## src/rtl/exc_pend_pkg.sv

```systemverilog
package exc_pend_pkg;
   localparam int REG_W     = 32;
   localparam int B_NMI_SET = 31;
   localparam int B_PSV_SET = 28;
   localparam int B_PSV_CLR = 27;
   localparam int B_TCK_SET = 26;
   localparam int B_TCK_CLR = 25;
   localparam int VEC_LSB   = 12;

   localparam int EXC_NMI   = 2;
   localparam int EXC_PSV   = 14;
   localparam int EXC_TCK   = 15;
   localparam int IRQ_BASE  = 16;

   typedef struct packed {
      logic nmi;
      logic psv;
      logic tck;
   } pend_t;

   typedef struct packed {
      logic nmi_set;
      logic psv_set;
      logic psv_clr;
      logic tck_set;
      logic tck_clr;
   } wr_cmd_t;
endpackage

```

## src/rtl/epc_pend_bits.sv

```systemverilog
module epc_pend_bits
   import exc_pend_pkg::*;
#(
   parameter int VEC_W = 6
) (
   input  logic             clk,
   input  logic             rst_n,
   input  logic             wr_en,
   input  wr_cmd_t          wr_cmd,
   input  logic             nmi_req,
   input  logic             tick_evt,
   input  logic             ack_valid,
   input  logic [VEC_W-1:0] ack_num,
   output pend_t            pend_q,
   output logic             conflict
);
   logic nmi_set, psv_set, psv_clr, tck_set, tck_clr;
   logic ack_nmi, ack_psv, ack_tck;

   assign nmi_set = wr_en & wr_cmd.nmi_set;
   assign psv_set = wr_en & wr_cmd.psv_set;
   assign psv_clr = wr_en & wr_cmd.psv_clr;
   assign tck_set = wr_en & wr_cmd.tck_set;
   assign tck_clr = wr_en & wr_cmd.tck_clr;

   assign ack_nmi = ack_valid && (ack_num == VEC_W'(EXC_NMI));
   assign ack_psv = ack_valid && (ack_num == VEC_W'(EXC_PSV));
   assign ack_tck = ack_valid && (ack_num == VEC_W'(EXC_TCK));

   assign conflict = (psv_set & psv_clr) | (tck_set & tck_clr);

   always_ff @(posedge clk or negedge rst_n) begin
      if (!rst_n) begin
         pend_q <= '0;
      end else begin
         pend_q.nmi <= nmi_set | nmi_req | (pend_q.nmi & ~ack_nmi);
         if (psv_set)
            pend_q.psv <= 1'b1;
         else if (psv_clr | ack_psv)
            pend_q.psv <= 1'b0;
         if (tck_set | tick_evt)
            pend_q.tck <= 1'b1;
         else if (tck_clr | ack_tck)
            pend_q.tck <= 1'b0;
      end
   end

   a_r2_nmi_set: assert property (@(posedge clk) disable iff (!rst_n)
      (nmi_set || nmi_req) |=> pend_q.nmi);
   a_r3_nmi_ack_clear: assert property (@(posedge clk) disable iff (!rst_n)
      (ack_nmi && !nmi_set && !nmi_req) |=> !pend_q.nmi);
   a_r4_psv_sw_only: assert property (@(posedge clk) disable iff (!rst_n)
      (!psv_set && !pend_q.psv) |=> !pend_q.psv);
   a_r5_tick_evt: assert property (@(posedge clk) disable iff (!rst_n)
      tick_evt |=> pend_q.tck);
   a_r6_psv_ack: assert property (@(posedge clk) disable iff (!rst_n)
      (ack_psv && !psv_set) |=> !pend_q.psv);
   a_r7_set_wins: assert property (@(posedge clk) disable iff (!rst_n)
      (conflict && psv_set) |=> pend_q.psv);
endmodule

```

## src/rtl/epc_arbiter.sv

```systemverilog
module epc_arbiter
   import exc_pend_pkg::*;
#(
   parameter int NUM_IRQ = 8,
   parameter int PRIO_W  = 2,
   parameter int VEC_W   = 6
) (
   input  pend_t                       pend,
   input  logic [PRIO_W-1:0]           psv_prio,
   input  logic [PRIO_W-1:0]           tck_prio,
   input  logic [NUM_IRQ-1:0]          irq_pend,
   input  logic [NUM_IRQ-1:0]          irq_en,
   input  logic [NUM_IRQ*PRIO_W-1:0]   irq_prio,
   output logic [VEC_W-1:0]            win_num,
   output logic                        any_pend
);
   localparam int NCAND = NUM_IRQ + 2;

   logic [NCAND-1:0]             cand_vld;
   logic [NCAND-1:0][PRIO_W-1:0] cand_prio;
   logic [NCAND-1:0][VEC_W-1:0]  cand_num;

   assign cand_vld[0]  = pend.psv;
   assign cand_prio[0] = psv_prio;
   assign cand_num[0]  = VEC_W'(EXC_PSV);
   assign cand_vld[1]  = pend.tck;
   assign cand_prio[1] = tck_prio;
   assign cand_num[1]  = VEC_W'(EXC_TCK);

   for (genvar k = 0; k < NUM_IRQ; k++) begin : g_irq
      assign cand_vld[k+2]  = irq_pend[k] & irq_en[k];
      assign cand_prio[k+2] = irq_prio[k*PRIO_W +: PRIO_W];
      assign cand_num[k+2]  = VEC_W'(IRQ_BASE + k);
   end

   logic              best_vld;
   logic [PRIO_W-1:0] best_prio;
   logic [VEC_W-1:0]  best_num;

   // candidates are in ascending exception number, so a strict compare keeps ties low
   always_comb begin
      best_vld  = 1'b0;
      best_prio = '0;
      best_num  = '0;
      for (int i = 0; i < NCAND; i++) begin
         if (cand_vld[i] && (!best_vld || (cand_prio[i] < best_prio))) begin
            best_vld  = 1'b1;
            best_prio = cand_prio[i];
            best_num  = cand_num[i];
         end
      end
   end

   assign any_pend = pend.nmi | best_vld;
   assign win_num  = pend.nmi ? VEC_W'(EXC_NMI) : best_num;
endmodule

```

## src/rtl/epc_vec_reg.sv

```systemverilog
module epc_vec_reg #(
   parameter int VEC_W    = 6,
   parameter bit REG_VECT = 1'b1
) (
   input  logic             clk,
   input  logic             rst_n,
   input  logic [VEC_W-1:0] win_num,
   input  logic             any_pend,
   output logic [VEC_W-1:0] vect_q
);
   if (REG_VECT) begin : g_reg
      always_ff @(posedge clk or negedge rst_n) begin
         if (!rst_n)
            vect_q <= '0;
         else
            vect_q <= any_pend ? win_num : '0;
      end

      a_r11_idle_zero: assert property (@(posedge clk) disable iff (!rst_n)
         !any_pend |=> (vect_q == '0));
      a_r11_one_edge: assert property (@(posedge clk) disable iff (!rst_n)
         any_pend |=> (vect_q == $past(win_num)));
   end else begin : g_comb
      assign vect_q = any_pend ? win_num : '0;
   end
endmodule

```

## src/rtl/exc_pend_ctrl.sv

```systemverilog
module exc_pend_ctrl
   import exc_pend_pkg::*;
#(
   parameter int NUM_IRQ  = 8,
   parameter int PRIO_W   = 2,
   parameter int VEC_W    = 6,
   parameter bit REG_VECT = 1'b1
) (
   input  logic                      clk,
   input  logic                      rst_n,
   input  logic                      reg_wr_en,
   input  logic [REG_W-1:0]          reg_wdata,
   output logic [REG_W-1:0]          reg_rdata,
   input  logic                      nmi_req,
   input  logic                      tick_evt,
   input  logic                      ack_valid,
   input  logic [VEC_W-1:0]          ack_num,
   input  logic [PRIO_W-1:0]         psv_prio,
   input  logic [PRIO_W-1:0]         tck_prio,
   input  logic [NUM_IRQ-1:0]        irq_pend,
   input  logic [NUM_IRQ-1:0]        irq_en,
   input  logic [NUM_IRQ*PRIO_W-1:0] irq_prio,
   output logic [VEC_W-1:0]          vect_pending,
   output logic                      set_clr_conflict
);
   if (NUM_IRQ < 1 || PRIO_W < 1 || IRQ_BASE + NUM_IRQ > (1 << VEC_W)
       || VEC_LSB + VEC_W > 18) begin : g_bad_cfg
      $error("exc_pend_ctrl: parameter set does not fit the register layout");
   end

   wr_cmd_t wr_cmd;
   pend_t   pend_q;
   logic [VEC_W-1:0] win_num;
   logic             any_pend;

   assign wr_cmd.nmi_set = reg_wdata[B_NMI_SET];
   assign wr_cmd.psv_set = reg_wdata[B_PSV_SET];
   assign wr_cmd.psv_clr = reg_wdata[B_PSV_CLR];
   assign wr_cmd.tck_set = reg_wdata[B_TCK_SET];
   assign wr_cmd.tck_clr = reg_wdata[B_TCK_CLR];

   logic unused_wdata;
   assign unused_wdata = ^{reg_wdata[30:29], reg_wdata[24:0]};

   epc_pend_bits #(.VEC_W(VEC_W)) u_bits (
      .clk       (clk),
      .rst_n     (rst_n),
      .wr_en     (reg_wr_en),
      .wr_cmd    (wr_cmd),
      .nmi_req   (nmi_req),
      .tick_evt  (tick_evt),
      .ack_valid (ack_valid),
      .ack_num   (ack_num),
      .pend_q    (pend_q),
      .conflict  (set_clr_conflict)
   );

   epc_arbiter #(.NUM_IRQ(NUM_IRQ), .PRIO_W(PRIO_W), .VEC_W(VEC_W)) u_arb (
      .pend     (pend_q),
      .psv_prio (psv_prio),
      .tck_prio (tck_prio),
      .irq_pend (irq_pend),
      .irq_en   (irq_en),
      .irq_prio (irq_prio),
      .win_num  (win_num),
      .any_pend (any_pend)
   );

   epc_vec_reg #(.VEC_W(VEC_W), .REG_VECT(REG_VECT)) u_vec (
      .clk      (clk),
      .rst_n    (rst_n),
      .win_num  (win_num),
      .any_pend (any_pend),
      .vect_q   (vect_pending)
   );

   always_comb begin
      reg_rdata                          = '0;
      reg_rdata[B_NMI_SET]               = pend_q.nmi;
      reg_rdata[B_PSV_SET]               = pend_q.psv;
      reg_rdata[B_TCK_SET]               = pend_q.tck;
      reg_rdata[VEC_LSB +: VEC_W]        = vect_pending;
   end

   a_r9_nmi_first: assert property (@(posedge clk) disable iff (!rst_n)
      pend_q.nmi |=> (vect_pending == VEC_W'(EXC_NMI)));
   a_r8_wo_bits_zero: assert property (@(posedge clk) disable iff (!rst_n)
      (reg_rdata[B_PSV_CLR] == 1'b0) && (reg_rdata[B_TCK_CLR] == 1'b0));
endmodule

```

## config.mk

```make
export PLATFORM = sky130hd
export DESIGN_NAME = exc_pend_ctrl
export DESIGN_NICKNAME = d
export VERILOG_FILES = /design/src/rtl/exc_pend_pkg.sv /design/src/rtl/epc_pend_bits.sv /design/src/rtl/epc_arbiter.sv /design/src/rtl/epc_vec_reg.sv /design/src/rtl/exc_pend_ctrl.sv
export SDC_FILE = /design/constraint.sdc
export NUM_CORES = 1
export LEC_CHECK = 0
export ABC_AREA = 1
export CAP_MARGIN = 20
export CORE_MARGIN = 5
export CORE_UTILIZATION = 33
export CTS_CLUSTER_DIAMETER = 30
export DETAILED_ROUTE_END_ITERATION = 7
export PLACE_DENSITY = 0.85
export SETUP_SLACK_MARGIN = 0.15
export SLEW_MARGIN = 20
export SYNTH_ARGS = -nofsm -noshare
export SYNTH_HDL_FRONTEND = slang
export SYNTH_SLANG_ARGS = --single-unit
```

## constraint.sdc

```tcl
create_clock -name clk -period 7.6 [get_ports clk]
set_input_delay 1.14 -clock clk [delete_from_list [all_inputs] [get_ports clk]]
set_output_delay 1.14 -clock clk [all_outputs]
set_load 0.01 [all_outputs]
```

==> run metrics <==
DRC viols=0; RePlAce Congestion=0.818; Max Root-Sink Buffers=2; fin nets=407; initial antenna violation count=0; die area=0.00566 mm2; H-tree Lvls=1; Seq/Total Area, Yosys=14.3%; synth unique cells=18; hold buffers post-CTS=0; power per cell area=140 mW/mm2; clk_lat worst skew=230 ps; Hold Crit Class=flip-flop to flip-flop; Crit Path Category=input port to flip-flop; Post-synth top cells=nand2_1 (62), inv_1 (40), buf_4 (30); Tot GR Track Use=11.9%; Synth top area share=16.6%; CTS tree=built; non-filler cells in the finished layout=368; gr ovfl total=0; Clock Sinks=8; total wire length=3940 um; hold depth=1; clock-pin slew on the worst setup and hold paths=40 ps; num ports=119; Vias=1,622; largest net degree at the start of global routing=9; RSZ-0062 raised after global routing=no; Sum Neg Setup Slack=0 ps; # placed instances=356; vias per cell=4.41; area grow syn2layout=67.9%; vias in the first global route=1,491; cell accounting for the most synthesized area=nand2_1; r2r worst-path depth=59; Syn Area/Cell=5.97 um2; Vert. Die Dim=75.2 um; Final Critical Period=7090 ps; final hold vios=0; Mapped Area=0.00140 mm2; number of I/O port buffers=66; setup ws final=515 ps; EDFF count, synth=0; first-pass GRT wire length=5550 um; CP Data Required Time=7750 ps; Filler Cell Count=412; Synth Register Bits=8; CP max FO=5; post-place setup slack=-275 ps; antenna viol nets, final=0; share of cells above drive strength 1=23.3%; Pwr Total=0.329 mW; asr flop ratio synth=100%; initial DRC count=42; Setup-failing EPs final=0; count leader, synth=nand2_1; Warnings, synthesis=0; status=finished clean; CP endpoint kind=flip-flop; final period utilization=93.2%; Worst Path Arrival=7240 ps; Final Skew=3.40 ps; core area=0.00406 mm2; max-slew violations=0; slowest CP cell=ha_1; Synth Instances=235; die width=75.2 um; CTS Root Cell=clkbuf_8; static leakage=1.27 nW; initial core utilization=34.6%; top cells by area, synth=nand2_1 (17%), buf_4 (16%), dfrtp_1 (14%); final core utilization=58.1%; Worst VDD drop=78.8 uV; dominant synthesized flop cell=dfrtp_1; Inserted Diodes=0; Max Cap Viol=0; f_max=0.141 GHz; router iterations before antenna repair=4; CTS Buf Count=3; WL/cell=10.7 um; startpoint types=input port; Rows=23; DP HPWL=3130 um; slowest stage delay, CP=300 ps
==> cell families (layout without fill, tap and decap cells) <==
group | count (synthesis) | in the layout | synth area share (%)
simple gates | 130 | 130 | 45.3
buf+inv | 70 | 129 | 26.7
other cells | 1 | 25 | 0.267
compound gates | 19 | 19 | 7.22
flops | 8 | 8 | 14.3
fa+ha+maj | 7 | 7 | 6.24
==> final timing paths <==
check | slack (ps) | end | startpoint
max | 510 | u_vec.vect_q[3] | tck_prio[1]
min | 530 | u_vec.vect_q[4] | u_bits.pend_q[2]
max reg2reg | 1020 | u_vec.vect_q[3] | u_bits.pend_q[1]
min reg2reg | 530 | u_vec.vect_q[4] | u_bits.pend_q[2]
max in group asynchronous | 6140 | u_bits.pend_q[0] | rst_n
min in group asynchronous | 1190 | u_vec.vect_q[3] | rst_n
==> metal layers <==
layer / up-vias / wire length (um) / GRT usage, % / share of wire (%)
met5: - / 0 / 0 / 0
met4: 0 / 17 / 1.17 / 0.43
met3: 2 / 385 / 2.54 / 9.8
met2: 64 / 2180 / 24.7 / 55
met1: 715 / 1360 / 12.3 / 34
li1: 841 / - / - / -
==> power breakdown <==
| group | switching (mW) | internal [mW] |
|---|---|---|
| combinational | 0.121 | 0.113 |
| clock | 0.0155 | 0.0342 |
| sequential | 0.00205 | 0.0439 |
==> sequential cells by signal, summed over array words and instances (netlist names) <==
| register | cells |
|---|---|
| u_bits.pend_q | 3 |
| u_vec.vect_q | 5 |
==> area by class of cell <==
| class | count | area (um2) | area share, % |
|---|---|---|---|
| multi-input cells | 181 | 1080 | 45.9 |
| repair buffers | 86 | 821 | 34.8 |
| flip-flops and latches | 8 | 200 | 8.49 |
| inverters | 40 | 150 | 6.37 |
| well taps | 50 | 62.6 | 2.65 |
| clock buffers | 3 | 41.3 | 1.75 |
==> repair_timing <==
| action | CTS | global route |
|---|---|---|
| pin swaps | 0 | 33 |
| setup buffers | 0 | 9 |
| endpoints found under the setup margin | 5 | 5 |
| gates resized for setup | 3 | 40 |
==> cells in the final DEF, fill, tap and decap left out, types with 2 or more instances in the layout <==
cell type,synthesis,routed
ha_1,7,3
o211ai_1,2,2
clkdlybuf4s50_1,0,62
nand2_2,14,23
nand3_1,27,25
dlymetal6s2s_1,0,4
buf_4,30,20
o21ai_2,0,2
a21oi_1,6,5
nand2_1,62,50
ha_4,0,4
conb_1,1,25
dfrtp_1,8,8
nand2_4,8,11
inv_1,40,39
clkbuf_8,0,3
nand3_2,2,4
o21ai_0,9,4
nor2_1,15,14
o21ai_4,0,4
==> critical path: cells and delay by family <==
kind / cells / cell delay (ps)
and+or+nand+nor: 45 / 3360
AOI/OAI and AO/OA: 6 / 760
buffers and inverters: 1 / 210
adders and majority gates: 7 / 1770
==> per-stage QoR <==
stage	hold WS, ps	cell area [um2]
after floorplan	528	1490
after global placement	512	2070
after detailed placement	528	2070
after CTS	532	2120
after global routing	568	2360
final	528	2360
No activity file was read; power rests on OpenSTA's default activity.
